File: config.mk
export PLATFORM = sky130hd
export DESIGN_NAME = mac_irq_ctrl
export DESIGN_NICKNAME = d
export VERILOG_FILES = /design/src/rtl/mac_irq_pkg.sv /design/src/rtl/mac_irq_evt_reg.sv /design/src/rtl/mac_irq_mask_reg.sv /design/src/rtl/mac_irq_line_map.sv /design/src/rtl/mac_irq_ctrl.sv
export SDC_FILE = /design/constraint.sdc
export NUM_CORES = 1
export LEC_CHECK = 0
export CORE_MARGIN = 5
export CORE_UTILIZATION = 40
export DETAILED_ROUTE_END_ITERATION = 10
export PLACE_DENSITY_LB_ADDON = 0.1
export SETUP_SLACK_MARGIN = 0.05
export SYNTH_ARGS = -nofsm -noshare
export SYNTH_HDL_FRONTEND = slang
export SYNTH_SLANG_ARGS = --single-unit
export TNS_END_PERCENT = 30
File: constraint.sdc
create_clock -name clk -period 1 [get_ports clk]
set_clock_uncertainty 0.1 [all_clocks]
set_input_delay 0.15 -clock clk [delete_from_list [all_inputs] [get_ports clk]]
set_output_delay 0.15 -clock clk [all_outputs]
set_load 0.005 [all_outputs]
File: src/rtl/mac_irq_pkg.sv
package mac_irq_pkg;

   localparam int DATA_W  = 32;
   localparam int N_EVT   = 13;
   localparam int EVT_LSB = 19;
   localparam int GRA_POS = 28;
   localparam int ADDR_W  = 2;

   localparam logic [ADDR_W-1:0] A_EVENT = 2'd0;
   localparam logic [ADDR_W-1:0] A_MASK  = 2'd1;
   localparam logic [ADDR_W-1:0] A_TXCTL = 2'd2;
   localparam logic [ADDR_W-1:0] A_MACCTL = 2'd3;

   // Event bit position that feeds each output line, in line order.
   function automatic int line_src(input int line);
      case (line)
         0:  return 27;
         1:  return 26;
         2:  return 19;
         3:  return 20;
         4:  return 25;
         5:  return 24;
         6:  return 23;
         7:  return 21;
         8:  return 31;
         9:  return 28;
         10: return 22;
         11: return 29;
         default: return 30;
      endcase
   endfunction

endpackage

File: src/rtl/mac_irq_evt_reg.sv
module mac_irq_evt_reg #(
   parameter int N_EVT   = 13,
   parameter int GRA_IDX = 9
) (
   input  logic             clk,
   input  logic             rst_n,
   input  logic             wipe_i,
   input  logic [N_EVT-1:0] clr_i,
   input  logic [N_EVT-1:0] set_i,
   input  logic             gra_i,
   output logic [N_EVT-1:0] evt_o
);

   logic [N_EVT-1:0] set_all;
   logic [N_EVT-1:0] evt_d;
   logic [N_EVT-1:0] evt_q;

   always_comb begin
      set_all = set_i;
      if (gra_i) set_all[GRA_IDX] = 1'b1;
      // Wipe beats set; set beats clear.
      if (wipe_i) evt_d = '0;
      else        evt_d = (evt_q & ~clr_i) | set_all;
   end

   always_ff @(posedge clk or negedge rst_n) begin
      if (!rst_n) evt_q <= '0;
      else        evt_q <= evt_d;
   end

   assign evt_o = evt_q;

endmodule

File: src/rtl/mac_irq_mask_reg.sv
module mac_irq_mask_reg #(
   parameter int DATA_W = 32
) (
   input  logic              clk,
   input  logic              rst_n,
   input  logic              wipe_i,
   input  logic              load_i,
   input  logic [DATA_W-1:0] din_i,
   output logic [DATA_W-1:0] mask_o
);

   always_ff @(posedge clk or negedge rst_n) begin
      if (!rst_n)      mask_o <= '0;
      else if (wipe_i) mask_o <= '0;
      else if (load_i) mask_o <= din_i;
   end

endmodule

File: src/rtl/mac_irq_line_map.sv
module mac_irq_line_map
   import mac_irq_pkg::*;
#(
   parameter int DATA_W  = 32,
   parameter int N_LINE  = 13,
   parameter bit OUT_REG = 1'b1
) (
   input  logic              clk,
   input  logic              rst_n,
   input  logic [DATA_W-1:0] evt_word_i,
   input  logic [DATA_W-1:0] mask_word_i,
   output logic [N_LINE-1:0] irq_o
);

   logic [N_LINE-1:0] hit;

   for (genvar i = 0; i < N_LINE; i++) begin : g_line
      localparam int SRC = line_src(i);
      assign hit[i] = evt_word_i[SRC] & mask_word_i[SRC];
   end

   if (OUT_REG) begin : g_reg
      always_ff @(posedge clk or negedge rst_n) begin
         if (!rst_n) irq_o <= '0;
         else        irq_o <= hit;
      end
   end else begin : g_comb
      assign irq_o = hit;
   end

endmodule

File: src/rtl/mac_irq_ctrl.sv
module mac_irq_ctrl
   import mac_irq_pkg::*;
#(
   parameter int DATA_W  = mac_irq_pkg::DATA_W,
   parameter int N_EVT   = mac_irq_pkg::N_EVT,
   parameter int EVT_LSB = mac_irq_pkg::EVT_LSB,
   parameter int GRA_POS = mac_irq_pkg::GRA_POS,
   parameter bit OUT_REG = 1'b1
) (
   input  logic              clk,
   input  logic              rst_n,
   input  logic [N_EVT-1:0]  set_i,
   input  logic              wr_en,
   input  logic [ADDR_W-1:0] wr_addr,
   input  logic [DATA_W-1:0] wr_data,
   input  logic [ADDR_W-1:0] rd_addr,
   output logic [DATA_W-1:0] rd_data,
   output logic [N_EVT-1:0]  irq_o
);

   localparam int GRA_IDX = GRA_POS - EVT_LSB;
   localparam int EVT_MSB = EVT_LSB + N_EVT - 1;

   initial begin : elab_chk
      assert (EVT_MSB < DATA_W) else $error("event field exceeds data width");
      assert (GRA_IDX >= 0 && GRA_IDX < N_EVT) else $error("graceful stop bit outside field");
   end

   logic             wr_event, wr_mask, wr_tx, wr_mac;
   logic             wipe, gra_hit;
   logic [N_EVT-1:0] evt_q;
   logic [DATA_W-1:0] evt_word;
   logic [DATA_W-1:0] mask_word;

   assign wr_event = wr_en && (wr_addr == A_EVENT);
   assign wr_mask  = wr_en && (wr_addr == A_MASK);
   assign wr_tx    = wr_en && (wr_addr == A_TXCTL);
   assign wr_mac   = wr_en && (wr_addr == A_MACCTL);
   assign wipe     = wr_mac && wr_data[0];
   assign gra_hit  = wr_tx && wr_data[0];

   mac_irq_evt_reg #(
      .N_EVT   (N_EVT),
      .GRA_IDX (GRA_IDX)
   ) u_evt (
      .clk    (clk),
      .rst_n  (rst_n),
      .wipe_i (wipe),
      .clr_i  (wr_event ? wr_data[EVT_MSB:EVT_LSB] : '0),
      .set_i  (set_i),
      .gra_i  (gra_hit),
      .evt_o  (evt_q)
   );

   mac_irq_mask_reg #(
      .DATA_W (DATA_W)
   ) u_mask (
      .clk    (clk),
      .rst_n  (rst_n),
      .wipe_i (wipe),
      .load_i (wr_mask),
      .din_i  (wr_data),
      .mask_o (mask_word)
   );

   always_comb begin
      evt_word = '0;
      evt_word[EVT_MSB:EVT_LSB] = evt_q;
   end

   mac_irq_line_map #(
      .DATA_W  (DATA_W),
      .N_LINE  (N_EVT),
      .OUT_REG (OUT_REG)
   ) u_map (
      .clk         (clk),
      .rst_n       (rst_n),
      .evt_word_i  (evt_word),
      .mask_word_i (mask_word),
      .irq_o       (irq_o)
   );

   always_comb begin
      case (rd_addr)
         A_EVENT: rd_data = evt_word;
         A_MASK:  rd_data = mask_word;
         default: rd_data = '0;
      endcase
   end

endmodule

==> impl_results.md, run 1 <==
- Mapped Area: 0.002619 mm2
- Nets: 470
- Die ar.: 0.008265 mm2
- 1st-pass router iterations: 4
- Final WS setup: -0.2945 ns
- Largest family of logic cells by synthesized area: simple AND/OR/NAND/NOR gates
- CP required: 0.75 ns
- Sink Count: 58
- First-pass GRT wire length: 12280 um
- Cell count after synthesis: 274
- Worst-path cell chain: mux2i_1, nor2_1, buf_2
- Post-synth net total: 326
- Drt total wl: 7576 um
- Synth unique cells: 21
- Slew Limit Headroom: 0.7884
- Fin. max-slew vios: 0
- Via density: 4.901
- HP Class: primary input to flip-flop
- DRC Markers: 0
- Count of final hold-check violations: 0
- H-tree lvl count: 3
- Critical Path Max Stage Delay: 0.39 ns
- Failing checks: setup timing
- ANT cells: 0
- ANT nets after route: 0
- Maximum clock frequency: 772.5 MHz
- Fin Hold WS: 0.2084 ns
- Vias in the first global route: 2499
- Status: finished, violations left
- Finished Layout Cells: 497
- Initial antenna violation count: 0
- CP Max Fanout: 3
- Synth Area in Simple Gates: 0.2953
- Pin count of the biggest net entering global routing: 59
- CP startpoint kind: flip-flop
- Final period utilization: 1.294
- Post-synthesis sequential area ratio: 0.5542
- Core Area: 0.006350 mm2
- Die extent in x: 90.91 um
- Gpl congestion: 0.7848
- Synth-to-Final Area Change: 56.90%
- Worst-margin pin slew: 0.3175 ns
- Cell accounting for the most synthesized area: dfrtp_1
- GRT Util Overall: 0.1865
- Number of max-cap violations: 0
- Starting DRT DRC Count: 90
- Worst skew pair latency: 0.32 ns
- Critical path class: flip-flop to output pin
- Worst EP arrival: 1.04 ns
- Mux cell area share after synthesis: 0.04969
- Overall power after layout: 5800 uW
- Adder-cell area share of the yosys netlist: 0
- Placed cell areas: 0.003913 mm2
- DR vias: 2436
- Maximum VDD drop: 938.0 uV
- Most frequent cells in the layout: nand2_1, dfrtp_1, clkdlybuf4s50_1
- Synth Area in Compound Gates: 0.06737
- Area contributors post-synth: dfrtp_1, nand2_1, and2_1, a21oi_1, mux2i_1
- Area share of the largest cell type after synthesis: 0.5542
- Area occupied by multi-input gates: 0.001186 mm2
- Warnings, synthesis: 0
- Initial Util: 0.4124
- CTS Buf Count: 9
- Setup crit end kind: output pin
- Post-layout min period: 1.294 ns
- Slowest-stage cell, CP: dfrtp_1
- Synthesized flop and latch total: 58
- PD cells: 1412 mW/mm2
- Routed length per instance: 15.24 um
- Die height: 90.91 um
- DP Wirelength: 4887 um
- Syn_area_per_cell: 9.558 um2
- Final Cell Area: 0.004109 mm2
- Pleak: 0.001954 uW
- Ports: 97
- Port bufs: 96
- Clock Path Buffers: 2
- Share of layout cells above drive strength 1: 0.3500
- TritonCTS clock tree: done
- FP Rows: 29
- Xor and xnor area share after synthesis: 0
- Placed Instances: 465
- Final setup vio count: 45
- CTS Root Cell: clkbuf_8
- Clock transition at path regs: 0.06 ns
- Total congestion overflow: 0
- Commonest non-fill, non-tap cell in the layout: nand2_1
- Reg area: 0.001451 mm2
- FILL cells: 557
- RSZ-0062 raised after global routing: true
[synth_stat cells (all sizes together)]
cell type   n
nand3b      1
and3b       1
and2b       1
nor2       25
dfrtp      58
and2       32
and4        1
clkbuf      6
inv         1
buf        11
nor3       12
a21oi      32
nor3b      12
o21ai       2
or3b        1
nand2      64
a31oi       1
mux2i      13
[flip-flops by register name, indices dropped and copies added (netlist names)]
signal / flops
u_map.irq_o: 13
u_evt.evt_o: 13
u_mask.mask_o: 32
[final timing paths]
path,to,slack [ns],cells after the start,from
min in group asynchronous,u_evt.evt_o[4]$_DFF_PN0_,0.27,3,rst_n
max reg2reg,u_map.irq_o[3]$_DFF_PN0_,0.02,3,u_mask.mask_o[20]$_DFFE_PN0P_
min reg2reg,u_mask.mask_o[4]$_DFFE_PN0P_,0.42,2,u_mask.mask_o[4]$_DFFE_PN0P_
max,rd_data[28],-0.29,3,u_evt.evt_o[9]$_DFF_PN0_
min,u_mask.mask_o[0]$_DFFE_PN0P_,0.21,4,wr_data[0]
max in group asynchronous,u_mask.mask_o[28]$_DFFE_PN0P_,0.27,3,rst_n
[logic make-up (layout without fill, tap and decap cells)]
group / after synthesis / after routing
flip-flops: 58 / 58
AND/OR/NAND/NOR: 150 / 154
multiplexers: 13 / 13
buffers and inverters: 18 / 160
AO/OA/AOI/OAI: 35 / 35
[metrics by stage]
step	setup TNS [ns]	setup slack [ns]	util
after floorplan	-1.821	-0.1195	-
after global placement	-54.30	-0.9113	0.6162
after detailed placement	-56.05	-0.9239	0.6162
after CTS	-9.610	-0.3251	0.6435
after global routing	-10.00	-0.3678	0.6471
final	-7.655	-0.2945	0.6471
[area by class of cell]
type / instances / area share
Tap cell: 77 / 0.02345
Timing Repair Buffer: 146 / 0.2996
Clock buffer: 12 / 0.03289
Multi-Input combinational cell: 202 / 0.2887
Sequential cell: 58 / 0.3532
Clock inverter: 1 / 0.001218
Inverter: 1 / 0.0009135
[per-layer routing]
metal / GRT usage / share of wire / vias up / wire [um]
li1: - / - / 1188 / -
met1: 0.2285 / 0.43 / 1171 / 3253
met2: 0.3093 / 0.50 / 66 / 3807
met3: 0.05000 / 0.052 / 11 / 391
met4: 0.08068 / 0.016 / 0 / 123
met5: 0 / 0 / - / 0
[report_power, final]
part           switching [uW]  internal (uW)
logic                     545            802
clock network             817            855
registers                 136           2650
[repair_timing]
action,CTS,global route
setup buffers,8,6
resized for setup,213,21
endpoints found under the setup margin,90,51
pin swaps,18,9
gates cloned,4,0
hold buffers,1,0
endpoints found under the hold margin,58,0
[worst max-delay path: cells and delay by family (launching register included)]
family / cells / cell delay, ns
flip-flops: 1 / 0.39
multiplexers: 1 / 0.13
buffers and inverters: 1 / 0.13
AND/OR/NAND/NOR: 1 / 0.07
(Power assumes the default switching activity.)
==> inputs of run 2 (changes only) <==
--- a/config.mk
+++ b/config.mk
@@ -6,11 +6,12 @@
 export NUM_CORES = 1
 export LEC_CHECK = 0
 export CORE_MARGIN = 5
-export CORE_UTILIZATION = 40
+export CORE_UTILIZATION = 41
 export DETAILED_ROUTE_END_ITERATION = 10
 export PLACE_DENSITY_LB_ADDON = 0.1
 export SETUP_SLACK_MARGIN = 0.05
 export SYNTH_ARGS = -nofsm -noshare
 export SYNTH_HDL_FRONTEND = slang
+export SYNTH_HIERARCHICAL = 1
 export SYNTH_SLANG_ARGS = --single-unit
 export TNS_END_PERCENT = 30
==> run 2 against run 1 <==
  * The run still ends with setup timing left
  * Clock power up 29%
  * Combinational power up 24%
  * Critical endpoint is now rd_data[23]
  * Design area up 8.4%
  * Final cell count up 1.6%
  * Largest power group unchanged
  * Fmax down 0.94%
  * Critical path type unchanged
  * Non-clock buffer count up 21
==> impl_results.md, run 2 <==
- DP Wirelength: 5005 um
- Total congestion overflow: 0
- Die height: 92.53 um
- Number of max-cap violations: 0
- Most frequent cells in the layout: dfrtp_1, buf_4, nor2_1
- End of the worst register-to-register path: u_mask/mask_o[26]$_DFFE_PN0P_
- ANT cells: 0
- CTS Buf Count: 9
- Maximum clock frequency: 765.2 MHz
- Syn_area_per_cell: 11.08 um2
- Worst-path cell chain: mux2i_1, nor2_1, buf_2
- Slew Limit Headroom: 0.8481
- PD cells: 1503 mW/mm2
- Max reg flops: 32
- Sink Count: 58
- Worst EP arrival: 1.06 ns
- Status: finished, violations left
- Die extent in x: 92.53 um
- Failing checks: setup timing
- Warnings, synthesis: 6
- Core Area: 0.006719 mm2
- H-tree lvl count: 3
- Top reg by flops: u_mask/mask_o
- Ports: 97
- Fin Hold WS: 0.1162 ns
- Mapped Area: 0.002793 mm2
- Port bufs: 96
- Reg-to-Reg Start: u_mask/mask_o[26]$_DFFE_PN0P_
- CP required: 0.75 ns
- Synth-to-Final Area Change: 59.50%
- Drt total wl: 7186 um
- Post-synth net total: 304
- Nets: 472
- Cell count after synthesis: 252
- Final Cell Area: 0.004454 mm2
- Fin. max-slew vios: 0
- Share of layout cells above drive strength 1: 0.3976
- DRC Markers: 0
- CP Max Fanout: 2
- Critical path class: flip-flop to output pin
- ANT nets after route: 0
- Clock transition at path regs: 0.07 ns
- Final period utilization: 1.307
- DR vias: 2305
- Gpl congestion: 0.7526
- Routed length per instance: 14.23 um
- Clock Path Buffers: 2
- Family with the most delay on the worst path: flip-flops
- Maximum VDD drop: 984.2 uV
- Worst skew pair latency: 0.33 ns
- Setup crit end kind: output pin
- First-pass GRT wire length: 11980 um
- Pin count of the biggest net entering global routing: 35
- Worst R2R Path Depth: 5
- Starting DRT DRC Count: 58
- Critical Path Max Stage Delay: 0.40 ns
- Post-layout min period: 1.307 ns
- RSZ-0062 raised after global routing: true
- Vias in the first global route: 2477
- Final WS setup: -0.3068 ns
- Slowest-stage cell, CP: dfrtp_1
- GRT Util Overall: 0.1801
- CP Buf/Inv Count: 1
- Final setup vio count: 54
- Pleak: 0.002214 uW
- HP Class: primary input to async pin
- Worst-margin pin slew: 0.2278 ns
- 1st-pass router iterations: 4
- Count of final hold-check violations: 0
- Placed cell areas: 0.004156 mm2
- Die ar.: 0.008562 mm2
- Initial antenna violation count: 0
- Commonest non-fill, non-tap cell in the layout: dfrtp_1
- Initial Util: 0.4156
- FP Rows: 30
- TritonCTS clock tree: done
- CTS Root Cell: clkbuf_8
- CP startpoint kind: flip-flop
- Reg-to-reg slack, setup: -0.14 ns
- Via density: 4.564
[run 2: cell type report]
cell class / count / area, um2
well taps: 80 / 100.1
repair buffers: 167 / 1423
flip-flops and latches: 58 / 1451
multi-input cells: 171 / 1220
clock inverters: 6 / 66.31
fillers: 568 / 2265
inverters: 13 / 56.30
clock buffers: 10 / 137.6
[run 2: through the flow]
stage | util | std cells | worst slack, ns | power [uW] | setup TNS [ns]
after floorplan | - | 252 | -0.07166 | 3492 | -2.221
after global placement | 0.6186 | 464 | -0.8775 | 4479 | -63.63
after detailed placement | 0.6186 | 464 | -0.8889 | 4521 | -63.33
after CTS | 0.6609 | 499 | -0.3295 | 6734 | -10.18
after global routing | 0.6629 | 505 | -0.3919 | 7100 | -11.87
final | 0.6629 | 505 | -0.3068 | 6696 | -8.578
[run 2: how the worst max path moves through the flow]
stage / end / depth (start not counted) / slack, ns / startpoint
after floorplan: u_mask/mask_o[0]$_DFFE_PN0P_ / 6 / -0.07 / wr_addr[0]
after global placement: rd_data[12] / 4 / -0.88 / rd_addr[1]
after detailed placement: rd_data[6] / 4 / -0.89 / rd_addr[1]
after CTS: rd_data[23] / 3 / -0.33 / u_mask/mask_o[23]$_DFFE_PN0P_
after global routing: rd_data[23] / 3 / -0.39 / u_mask/mask_o[23]$_DFFE_PN0P_
final: rd_data[23] / 3 / -0.31 / u_mask/mask_o[23]$_DFFE_PN0P_
[run 2: report_power, final]
group	leakage, uW	internal [uW]	switching, uW
clock network	0.0000945	1220	932
registers	0.000696	2700	167
logic	0.00142	1060	628
total	0.00221	4970	1730
[run 2: routing by layer]
layer	global-route usage	routed length [um]	up-vias
li1	-	-	1145
met5	0	0	-
met2	0.3057	3593	62
met4	0.06807	91	0
met3	0.04549	402	9
met1	0.2196	3099	1089
[run 2: timing repair]
action / in CTS / in global routing
buffers inserted: 14 / 6
resized for setup: 202 / 20
endpoints found under the hold margin: 58 / 0
gates cloned: 4 / 0
hold buffers: 1 / 0
setup endpoints to repair: 90 / 94
pin swaps: 6 / 12
[run 2: worst register-to-register path, delay by kind of cell (launching register included)]
kind,cells,cell delay [ns]
simple gates,1,0.06
mux,1,0.11
flops,1,0.38
buf+inv,3,0.38
==> inputs of run 3 (changes only) <==
--- a/config.mk
+++ b/config.mk
@@ -6,10 +6,11 @@
 export NUM_CORES = 1
 export LEC_CHECK = 0
 export CORE_MARGIN = 5
-export CORE_UTILIZATION = 41
+export CORE_UTILIZATION = 45
 export DETAILED_ROUTE_END_ITERATION = 10
 export PLACE_DENSITY_LB_ADDON = 0.1
 export SETUP_SLACK_MARGIN = 0.05
+export SKIP_CTS_REPAIR_TIMING = 1
 export SYNTH_ARGS = -nofsm -noshare
 export SYNTH_HDL_FRONTEND = slang
 export SYNTH_HIERARCHICAL = 1
==> constraint.sdc (replaced) <==
create_clock -name clk -period 1.5 [get_ports clk]
set_clock_uncertainty 0.1 [all_clocks]
set_input_delay 0.225 -clock clk [delete_from_list [all_inputs] [get_ports clk]]
set_output_delay 0.225 -clock clk [all_outputs]
set_load 0.005 [all_outputs]
==> run 3 against run 2 <==
  * The run still ends with setup timing left
  * Non-clock buffer count down 44
  * Register-to-register slack better by 0.71 ns
  * Design area down 3.5%
  * Clock power down 16%
  * Sequential cell count unchanged
  * First-iteration DRC count up 140%
  * Via count down 7.0%
  * Worst hold slack better by 0.20 ns
  * Total power down 31%
  * Die area down 8.0%
  * Largest power group unchanged
  * Highest routed layer unchanged
==> impl_results.md, run 3 (synthesis gave the netlist of run 2 again) <==
- Die ar.: 0.007881 mm2
- Gpl congestion: 0.7286
- Routed length per instance: 14.84 um
- Ports: 97
- Critical Path Max Stage Delay: 0.48 ns
- Flop pwr share: 0.413
- Final setup vio count: 1
- Commonest non-fill, non-tap cell in the layout: dfrtp_1
- Vias in the first global route: 2079
- Die extent in x: 88.78 um
- Core Area: 0.005991 mm2
- Pleak: 0.002482 uW
- 1st-pass router iterations: 4
- Clock transition at path regs: 0.07 ns
- Via density: 4.712
- Number of max-cap violations: 0
- Final WS setup: -0.005286 ns
- HP Class: primary input to async pin
- Reg-to-reg slack, setup: 0.57 ns
- CTS Root Cell: clkbuf_8
- RSZ-0062 raised after global routing: true
- Die height: 88.78 um
- Max reg flops: 32
- Sw Ratio: 0.2427
- DP Wirelength: 4406 um
- First-pass GRT wire length: 9763 um
- Failing checks: setup timing
- Placed Instances: 423
- Slowest-stage cell, CP: clkdlybuf4s50_1
- Switching pwr: 1127 uW
- Maximum clock frequency: 664.3 MHz
- Worst-path cell chain: clkdlybuf4s50_1, inv_1, nor3b_2, buf_12, mux2i_1, nor2_1
- TritonCTS clock tree: done
- Setup crit end kind: flip-flop
- ANT cells: 0
- Placed cell areas: 0.003879 mm2
- Worst EP arrival: 1.63 ns
- Nets: 427
- CP Max Fanout: 24
- Final Cell Area: 0.004298 mm2
- Worst skew pair latency: 0.33 ns
- Starting DRT DRC Count: 141
- Top reg by flops: u_mask/mask_o
- Reg-to-Reg Start: u_mask/mask_o[23]$_DFFE_PN0P_
- Worst-margin pin slew: 0.2990 ns
- Initial Util: 0.4662
- Critical path class: primary input to flip-flop
- Setup TNS: -0.005286 ns
- Clock Path Buffers: 2
- Port bufs: 96
- Synth-to-Final Area Change: 53.90%
- Total congestion overflow: 0
- Initial antenna violation count: 0
- H-tree lvl count: 3
- Most frequent cells in the layout: dfrtp_1, clkdlybuf4s50_1, nor2_1
- CP startpoint kind: primary input
- CP required: 1.62 ns
- Finished Layout Cells: 455
- GRT Util Overall: 0.1668
- Clock network fraction of total power: 0.388
- End of the worst register-to-register path: u_mask/mask_o[23]$_DFFE_PN0P_
- PD cells: 1080 mW/mm2
- Final period utilization: 1.004
- Fin Hold WS: 0.3120 ns
- Post-layout min period: 1.505 ns
- FP Rows: 28
- Comb power frac: 0.199
- Slew Limit Headroom: 0.8006
- DR vias: 2144
- Status: finished, violations left
- CTS Buf Count: 9
- ANT nets after route: 0
- Share of layout cells above drive strength 1: 0.2132
- Setup crit start: wr_addr[0]
- Count of final hold-check violations: 0
- Crit path to: u_mask/mask_o[4]$_DFFE_PN0P_
- Internal: 3516 uW
- Sink Count: 58
- Pin count of the biggest net entering global routing: 59
- Maximum VDD drop: 646.8 uV
- DRC Markers: 0
- Worst R2R Path Depth: 3
- Fin. max-slew vios: 0
- Drt total wl: 6753 um
==> run 3: cell count changes in the layout (fill, tap and decap cells not counted), moves of 2 or more <==
cell	before	now
buf_6	20	2
and2_4	13	10
clkdlybuf4s50_1	44	48
dlymetal6s2s_1	0	35
buf_4	56	19
and2_1	32	35
and2b_2	3	1
bufinv_16	1	3
buf_2	27	1
==> run 3: layout make-up <==
class | instances | area (um2)
clock buffer | 10 | 137.6
clock inverter | 6 | 113.9
fill | 459 | 1693
inverter | 13 | 48.80
multi-input combinational | 170 | 1194
sequential | 58 | 1451
tap | 75 | 93.84
timing repair buffer | 123 | 1259
==> run 3: metrics by stage <==
| stage | setup WS (ns) | utilization | total power (uW) |
|---|---|---|---|
| after detailed placement | -0.5480 | 0.6475 | 2857 |
| after floorplan | 0.2406 | - | 2325 |
| after CTS | -0.5463 | 0.6894 | 4658 |
| after global placement | -0.5214 | 0.6475 | 2831 |
| final | -0.005286 | 0.7174 | 4643 |
| after global routing | -0.08256 | 0.7174 | 4868 |
==> run 3: power by group through the flow <==
stage / Clock [uW] / Combinational (uW) / Sequential [uW]
2_1_floorplan: 0 / 401 / 1920
3_3_place_gp: 0 / 889 / 1940
3_5_place_dp: 0 / 909 / 1950
4_1_cts: 1820 / 913 / 1920
5_1_grt: 1910 / 1020 / 1940
6_report: 1800 / 925 / 1920
==> run 3: routing by layer <==
layer / GRT usage / share of wire
met5: 0 / 0
met4: 0.07692 / 0.011
met3: 0.05028 / 0.080
met2: 0.2672 / 0.50
met1: 0.2069 / 0.41
==> run 3: worst min-delay path by stage <==
stage | endpoint | slack, ns | cells past startpoint
6_report | u_map/irq_o[5]$_DFF_PN0_ | 0.31 | 3
5_1_grt | u_evt/evt_o[2]$_DFF_PN0_ | 0.32 | 3
4_1_cts | u_map/irq_o[5]$_DFF_PN0_ | -0.22 | 2
3_5_place_dp | u_map/irq_o[5]$_DFF_PN0_ | 0.15 | 2
3_3_place_gp | u_evt/evt_o[5]$_DFF_PN0_ | 0.15 | 2
2_1_floorplan | u_evt/evt_o[0]$_DFF_PN0_ | -0.17 | 0
==> run 3: worst max-delay path, delay by kind of cell <==
kind / cells / cell delay, ns
buffers and inverters: 3 / 0.79
multiplexers: 1 / 0.27
AND/OR/NAND/NOR: 2 / 0.32
